`config.mk`:
```
export PLATFORM = sky130hd
export DESIGN_NAME = sdlc_underrun_closer
export DESIGN_NICKNAME = d
export VERILOG_FILES = /design/src/rtl/sdlc_term_pkg.sv /design/src/rtl/sdlc_urun_ctl.sv /design/src/rtl/sdlc_bit_shifter.sv /design/src/rtl/sdlc_close_seq.sv /design/src/rtl/sdlc_underrun_closer.sv
export SDC_FILE = /design/constraint.sdc
export NUM_CORES = 1
export LEC_CHECK = 0
export CAP_MARGIN = 40
export CORE_MARGIN = 4
export CORE_UTILIZATION = 49
export DETAILED_ROUTE_END_ITERATION = 12
export GPL_TIMING_DRIVEN = 0
export PLACE_DENSITY = 0.91
export SLEW_MARGIN = 20
export SYNTH_ARGS = -nofsm -noshare
export SYNTH_HDL_FRONTEND = slang
export SYNTH_SLANG_ARGS = --single-unit
```
`constraint.sdc`:
```
create_clock -name clk -period 1.8 [get_ports clk]
set_input_delay 0.36 -clock clk [delete_from_list [all_inputs] [get_ports clk]]
set_output_delay 0.36 -clock clk [all_outputs]
set_load 0.005 [all_outputs]
```
`src/rtl/sdlc_term_pkg.sv`:
```
package sdlc_term_pkg;
  localparam int unsigned BYTE_W = 8;
  localparam logic [BYTE_W-1:0] FLAG_PAT = 8'h7E;
  localparam logic [BYTE_W-1:0] MARK_PAT = 8'hFF;

  typedef enum logic [2:0] {
    ST_IDLE,
    ST_OPEN,
    ST_DATA,
    ST_CLOSE,
    ST_TAIL
  } seq_st_e;
endpackage

```
`src/rtl/sdlc_urun_ctl.sv`:
```
module sdlc_urun_ctl (
  input  logic clk,
  input  logic rst_n,
  input  logic chan_rst,
  input  logic wr_en,
  input  logic wr_abort,
  input  logic loop_mode,
  output logic abort_eff
);
  logic abort_q;

  always_ff @(posedge clk or negedge rst_n) begin
    if (!rst_n) begin
      abort_q <= 1'b0;
    end else if (chan_rst) begin
      abort_q <= 1'b0;
    end else if (wr_en) begin
      abort_q <= wr_abort;
    end
  end

  // loop mode masks the control but keeps the programmed value
  assign abort_eff = abort_q && !loop_mode;


  chan_rst_clears_chk: assert property (@(posedge clk) disable iff (!rst_n)
    chan_rst |=> !abort_q);


  loop_keeps_value_chk: assert property (@(posedge clk) disable iff (!rst_n)
    (loop_mode && !wr_en && !chan_rst) |=> $stable(abort_q));
endmodule

```
`src/rtl/sdlc_bit_shifter.sv`:
```
module sdlc_bit_shifter import sdlc_term_pkg::*; #(
  parameter int unsigned SH_W  = 16,
  parameter int unsigned CNT_W = 4
) (
  input  logic             clk,
  input  logic             rst_n,
  input  logic             sync_clr,
  input  logic             step,
  input  logic             load,
  input  logic [SH_W-1:0]  load_val,
  input  logic [CNT_W-1:0] load_last,
  output logic             line_o,
  output logic             at_boundary
);
  localparam logic [CNT_W-1:0] RST_LAST = CNT_W'(BYTE_W - 1);

  logic [SH_W-1:0]  sh_q;
  logic [CNT_W-1:0] cnt_q;

  always_ff @(posedge clk or negedge rst_n) begin
    if (!rst_n) begin
      sh_q  <= SH_W'(FLAG_PAT);
      cnt_q <= RST_LAST;
    end else if (sync_clr) begin
      sh_q  <= SH_W'(FLAG_PAT);
      cnt_q <= RST_LAST;
    end else if (step) begin
      if (load) begin
        sh_q  <= load_val;
        cnt_q <= load_last;
      end else begin
        sh_q  <= {1'b1, sh_q[SH_W-1:1]};
        cnt_q <= cnt_q - 1'b1;
      end
    end
  end

  assign line_o      = sh_q[0];
  assign at_boundary = (cnt_q == '0);


  line_hold_chk: assert property (@(posedge clk) disable iff (!rst_n)
    (!step && !sync_clr) |=> $stable(line_o));


  load_at_boundary_chk: assert property (@(posedge clk) disable iff (!rst_n)
    load |-> (step && at_boundary));
endmodule

```
`src/rtl/sdlc_close_seq.sv`:
```
module sdlc_close_seq import sdlc_term_pkg::*; #(
  parameter int unsigned CRC_W = 16,
  parameter int unsigned CNT_W = 4
) (
  input  logic              clk,
  input  logic              rst_n,
  input  logic              sync_clr,
  input  logic              bit_en,
  input  logic              at_boundary,
  input  logic              s_valid,
  input  logic [BYTE_W-1:0] s_data,
  input  logic [CRC_W-1:0]  crc_word,
  input  logic              abort_eff,
  input  logic              mark_idle,
  input  logic              eom_clr,
  output logic              load,
  output logic [CRC_W-1:0]  load_val,
  output logic [CNT_W-1:0]  load_last,
  output logic              s_ready,
  output logic              eom,
  output logic              ext_irq,
  output logic              txbe_irq
);
  localparam logic [CRC_W-1:0] ABORT_PAT  = {FLAG_PAT, {(CRC_W-BYTE_W){1'b1}}};
  localparam logic [CRC_W-1:0] ALL_ONES   = {CRC_W{1'b1}};
  localparam logic [CNT_W-1:0] BYTE_LAST  = CNT_W'(BYTE_W - 1);
  localparam logic [CNT_W-1:0] CLOSE_LAST = CNT_W'(CRC_W - 1);

  seq_st_e           st_q, st_d;
  logic              path_abort_q;
  logic              tick;
  logic              underrun;
  logic              close_done;
  logic              in_frame;
  logic [BYTE_W-1:0] idle_pat;

  assign tick     = bit_en && at_boundary;
  assign idle_pat = mark_idle ? MARK_PAT : FLAG_PAT;

  always_comb begin
    st_d       = st_q;
    load_val   = CRC_W'(idle_pat);
    load_last  = BYTE_LAST;
    underrun   = 1'b0;
    close_done = 1'b0;
    in_frame   = 1'b0;
    unique case (st_q)
      ST_IDLE, ST_TAIL: begin
        if (s_valid) begin
          st_d     = ST_OPEN;
          load_val = CRC_W'(FLAG_PAT);
        end else begin
          st_d = ST_IDLE;
        end
      end
      ST_OPEN, ST_DATA: begin
        in_frame = 1'b1;
        if (s_valid) begin
          st_d     = ST_DATA;
          load_val = CRC_W'(s_data);
        end else begin
          underrun  = 1'b1;
          st_d      = ST_CLOSE;
          load_last = CLOSE_LAST;
          if (abort_eff) begin
            load_val = mark_idle ? ALL_ONES : ABORT_PAT;
          end else begin
            load_val = crc_word;
          end
        end
      end
      ST_CLOSE: begin
        close_done = 1'b1;
        if (path_abort_q) begin
          st_d = ST_IDLE;
        end else begin
          st_d     = ST_TAIL;
          load_val = CRC_W'(FLAG_PAT);
        end
      end
      default: st_d = ST_IDLE;
    endcase
  end

  assign load    = tick;
  assign s_ready = tick && in_frame;

  always_ff @(posedge clk or negedge rst_n) begin
    if (!rst_n) begin
      st_q         <= ST_IDLE;
      path_abort_q <= 1'b0;
      eom          <= 1'b0;
      ext_irq      <= 1'b0;
      txbe_irq     <= 1'b0;
    end else if (sync_clr) begin
      st_q         <= ST_IDLE;
      path_abort_q <= 1'b0;
      eom          <= 1'b0;
      ext_irq      <= 1'b0;
      txbe_irq     <= 1'b0;
    end else begin
      ext_irq  <= tick && underrun;
      txbe_irq <= tick && close_done;
      if (tick) begin
        st_q <= st_d;
        if (underrun) begin
          path_abort_q <= abort_eff;
        end
      end
      if (tick && underrun) begin
        eom <= 1'b1;
      end else if (eom_clr) begin
        eom <= 1'b0;
      end
    end
  end


  ext_pulse_chk: assert property (@(posedge clk) disable iff (!rst_n || sync_clr)
    ext_irq |=> !ext_irq);


  eom_with_irq_chk: assert property (@(posedge clk) disable iff (!rst_n || sync_clr)
    ext_irq |-> eom);


  eom_hold_chk: assert property (@(posedge clk) disable iff (!rst_n || sync_clr)
    (eom && !eom_clr) |=> eom);


  txbe_pulse_chk: assert property (@(posedge clk) disable iff (!rst_n || sync_clr)
    txbe_irq |=> !txbe_irq);
endmodule

```
`src/rtl/sdlc_underrun_closer.sv`:
```
module sdlc_underrun_closer import sdlc_term_pkg::*; #(
  parameter int unsigned CRC_W = 16
) (
  input  logic              clk,
  input  logic              rst_n,
  input  logic              chan_rst,
  input  logic              bit_en,
  input  logic              s_valid,
  input  logic [BYTE_W-1:0] s_data,
  output logic              s_ready,
  input  logic [CRC_W-1:0]  crc_word,
  input  logic              cfg_wr,
  input  logic              cfg_abort,
  input  logic              mark_idle,
  input  logic              loop_mode,
  input  logic              eom_clr,
  output logic              tx_line,
  output logic              eom_status,
  output logic              ext_irq,
  output logic              txbe_irq
);
  localparam int unsigned CNT_W = $clog2(CRC_W);

  logic             abort_eff;
  logic             at_boundary;
  logic             load;
  logic [CRC_W-1:0] load_val;
  logic [CNT_W-1:0] load_last;

  sdlc_urun_ctl u_ctl (
    .clk       (clk),
    .rst_n     (rst_n),
    .chan_rst  (chan_rst),
    .wr_en     (cfg_wr),
    .wr_abort  (cfg_abort),
    .loop_mode (loop_mode),
    .abort_eff (abort_eff)
  );

  sdlc_close_seq #(.CRC_W(CRC_W), .CNT_W(CNT_W)) u_seq (
    .clk         (clk),
    .rst_n       (rst_n),
    .sync_clr    (chan_rst),
    .bit_en      (bit_en),
    .at_boundary (at_boundary),
    .s_valid     (s_valid),
    .s_data      (s_data),
    .crc_word    (crc_word),
    .abort_eff   (abort_eff),
    .mark_idle   (mark_idle),
    .eom_clr     (eom_clr),
    .load        (load),
    .load_val    (load_val),
    .load_last   (load_last),
    .s_ready     (s_ready),
    .eom         (eom_status),
    .ext_irq     (ext_irq),
    .txbe_irq    (txbe_irq)
  );

  sdlc_bit_shifter #(.SH_W(CRC_W), .CNT_W(CNT_W)) u_shift (
    .clk         (clk),
    .rst_n       (rst_n),
    .sync_clr    (chan_rst),
    .step        (bit_en),
    .load        (load),
    .load_val    (load_val),
    .load_last   (load_last),
    .line_o      (tx_line),
    .at_boundary (at_boundary)
  );
endmodule

```
==> reports/summary.json <==
{
  "power": {
    "comb_power_share_pct": 17.9,
    "power.internal_mw": 0.894,
    "worst_ir_drop_vdd_uv": 312,
    "switching_share_pct": 24.7,
    "pwr-share-clk_pct": 26.5,
    "total_power_mw": 1.19,
    "power-per-cell-area_nw_per_um2": 540,
    "power.static_leakage_nw": 0.839,
    "p_switching_mw": 0.293,
    "power_frac_seq_pct": 55.6
  },
  "worst_setup_path": {
    "critical_path.max_fanout": 2,
    "worstPathCellList": "inv_2 > ha_4 > nand4bb_1 > buf_6 > nor3_4 > buf_2",
    "worst-r2r-setup-slack_ps": 40,
    "worstReg2RegEnd": "u_shift.cnt_q[3]",
    "timing.critical_path.from_type": "register",
    "worstReg2RegStart": "u_shift.cnt_q[0]",
    "timing.critical_path.to": "s_ready",
    "critPathLaunch": "u_shift.cnt_q[0]",
    "cp_top_family": "flip-flops",
    "critical_path_required_ps": 1440,
    "worst-path-buf-inv": 3,
    "cell_depth_of_the_worst_flop_to_flop_path": 9,
    "path_class": "reg2out",
    "slowest_stage": "dfstp_2",
    "cp.depth": 6,
    "crit_arrival_ps": 1530,
    "cpPeakStageDelay_ps": 570,
    "critical_path.endpoint_type": "primary output"
  },
  "placement": {
    "dp.final_hpwl_mm": 2.94,
    "numPortBuffers": 37,
    "post-place-cells": 268,
    "routability_congestion_estimate_from_global_placement": 0.799
  },
  "finish": {
    "diodes": 0,
    "design.final.nets": 272,
    "final_layout_size_suffix_gt1_share_pct": 20.0,
    "fillCellCount": 246,
    "layout-area-overhead-vs-synth_pct": 33.1,
    "layout.cells.non_filler": 279
  },
  "clock_network": {
    "cts_tree": "done",
    "cts.sink_count": 28,
    "clock_tree.htree_level_count": 1,
    "cts.path.max_buffers": 2,
    "clk_pin_slew_ps": 160,
    "hold_buffers": 0,
    "cell_chosen_for_the_clock_root": "clkbuf_4",
    "cts_buffers": 3,
    "clk_latency_ps": 340
  },
  "sta": {
    "finalSetupViolations": 1,
    "finalWorstSetupSlack_ps": -92.5,
    "final_hold_viol_count": 0,
    "maxSlewViolCount": 0,
    "post-route-min-period_ps": 1890,
    "rsz0062_at_grt": "true",
    "timing.fmax_mhz": 528,
    "max_slew_margin_vs_limit_pct": 58.8,
    "layout_worst_path_cycle_share_pct": 105,
    "fin_worst_skew_ps": 11.3,
    "transition_time_at_the_pin_with_the_least_slew_margin_ps": 618
  },
  "floorplan": {
    "die-width_um": 66.1,
    "core_area_um2": 3130,
    "die-area_um2": 4360,
    "floorplan.initialDensity_pct": 52.8,
    "dieHeight_um": 66.1,
    "rows": 20,
    "design.portCount": 39
  },
  "global_route": {
    "global_route.usage.total_pct": 20.7,
    "first_global_vias": 1473,
    "overflow": 0,
    "grt_max_degree": 29,
    "grt_pass1_wl_mm": 6.89,
    "antenna_violations_before_repair": 0
  },
  "logic_synthesis": {
    "number_of_distinct_standard_cells_referenced_by_the_synthesized_netlist": 38,
    "synth-seq-area-share_pct": 43.1,
    "synth_largest_type_area_fraction_pct": 28.8,
    "synth_largest_area_cell": "dfrtp_1",
    "synthesis.yosys.warnings": 0,
    "synth_nets": 223,
    "synthArstFlopShare_pct": 100,
    "ys_dominant_reg_cell": "dfrtp_1",
    "synth.cell_area_um2": 1650,
    "average_footprint_of_a_synthesized_cell_um2": 8.83,
    "synth.ff_latch_count": 28,
    "synth_top_cells_by_area": "dfrtp_1 29%, dfstp_2 14%, a21oi_1 5.8%, nor2b_1 5.3%, nor2_1 5.0%",
    "postSynthCellCount": 187,
    "number_of_flops_mapped_to_enable_cells_by_yosys": 0
  },
  "worst_hold_path": {
    "timing.hold.worst.class": "in2async"
  },
  "route": {
    "drc": 0,
    "avgViaCountPerCell": 5.56,
    "wirelength_mm": 4.17,
    "initial_drt_pass_iterations": 4,
    "route.antenna.remaining_nets": 0,
    "vias": 1552,
    "drtIter0Drc": 108,
    "wire_per_inst_um": 15.0
  },
  "status": {
    "result_of_the_run": "finished, violations left",
    "violations": "negative setup slack"
  },
  "job": {
    "max_capacitance_violation_total": 0
  }
}
through the flow:
step	setup slack, ps	setup TNS, ps	util, %	area (um^2)	hold WS, ps
after detailed placement	-600	-5760	66.2	2070	409
after CTS	-90.0	-154	69.7	2180	31.5
after global placement	-578	-5350	66.4	2080	485
final	-92.5	-92.5	70.3	2200	7.10
after global routing	-170	-300	70.3	2200	43.7
after floorplan	163	0	-	1650	64.4
worst min path at each step:
stage	start	slack [ps]	depth (start not counted)	to
4_1_cts	rst_n	30	1	u_shift.sh_q[12]
3_5_place_dp	rst_n	410	1	u_shift.sh_q[10]
3_3_place_gp	u_shift.sh_q[7]	480	2	u_shift.sh_q[7]
5_1_grt	rst_n	40	1	u_seq.st_q[2]
6_report	rst_n	7	1	u_seq.ext_irq
2_1_floorplan	rst_n	60	0	u_ctl.abort_q
synthesized netlist by cell type, types with 2 or more instances:
master,number
a21o_1,6
a21oi_1,19
a31oi_1,8
a32oi_1,2
buf_1,3
buf_2,3
clkbuf_1,8
dfrtp_1,19
dfstp_2,9
ha_1,2
inv_1,3
mux2_2,2
mux2i_1,2
nand2_1,6
nand2b_1,7
nand3_1,3
nor2_1,22
nor2b_1,14
nor3_1,12
o21ai_0,16
or3_1,3
xnor2_1,2
layout by cell type, fill, tap and decap left out, types with 3 or more instances in the layout:
cell type and count:
a21o_1 6, a21oi_1 19, a31oi_1 8, buf_2 5
buf_4 8, clkbuf_1 7, clkbuf_4 3, clkdlybuf4s50_1 35
dfrtp_1 18, dfstp_2 9, nand2_1 6, nand2b_1 6
nand3_1 3, nor2_1 22, nor2b_1 14, nor3_1 12
o21ai_0 15, or3_1 3
final cells by class:
class / instances / area [um^2] / area share (%)
well taps: 44 / 55.1 / 2.50
repair buffers: 46 / 432 / 19.6
multi-input cells: 141 / 890 / 40.5
plain buffers: 13 / 61.3 / 2.79
flip-flops and latches: 28 / 713 / 32.4
clock buffers: 4 / 36.3 / 1.65
inverters: 3 / 11.3 / 0.512
per-layer routing:
| metal | track usage, % | vias up | part of all wire, % |
|---|---|---|---|
| met5 | 0 | - | 0 |
| met4 | 6.85 | 0 | 1.5 |
| met3 | 4.76 | 6 | 7.2 |
| met2 | 34.3 | 66 | 49 |
| met1 | 26.6 | 724 | 42 |
| li1 | - | 756 | - |
power groups by stage:
stage,clock network [mW],logic [mW],registers [mW]
2_1_floorplan,0,0.0865,0.669
3_3_place_gp,0,0.190,0.671
3_5_place_dp,0,0.194,0.672
4_1_cts,0.318,0.210,0.660
5_1_grt,0.348,0.234,0.663
6_report,0.314,0.212,0.660
state kept, by name, indices dropped and copies added, names as in the netlist:
name	cells
u_seq.path_abort_q	1
u_shift.cnt_q	4
u_seq.eom	1
u_ctl.abort_q	1
u_seq.st_q	3
u_seq.ext_irq	1
u_shift.sh_q	16
u_seq.txbe_irq	1
cell families (layout without fill, tap and decap cells):
family,count (synthesis),after routing,share of synthesized area (%)
AO/OA/AOI/OAI,56,56,20.4
XOR/XNOR,2,2,1.06
adder cells (fa/ha/maj),2,2,1.51
buffers and inverters,18,66,4.77
flip-flops,28,28,43.1
multiplexers,4,4,2.58
AND/OR/NAND/NOR,77,77,26.6
repair_timing:
| action | CTS | global route |
|---|---|---|
| gates resized for setup | 10 | 7 |
| gates cloned | 0 | 1 |
| setup endpoints to repair | 10 | 18 |
| buffers inserted | 7 | 1 |
| pin swaps | 4 | 5 |
Note: power is estimated with default switching activity, not from simulation.
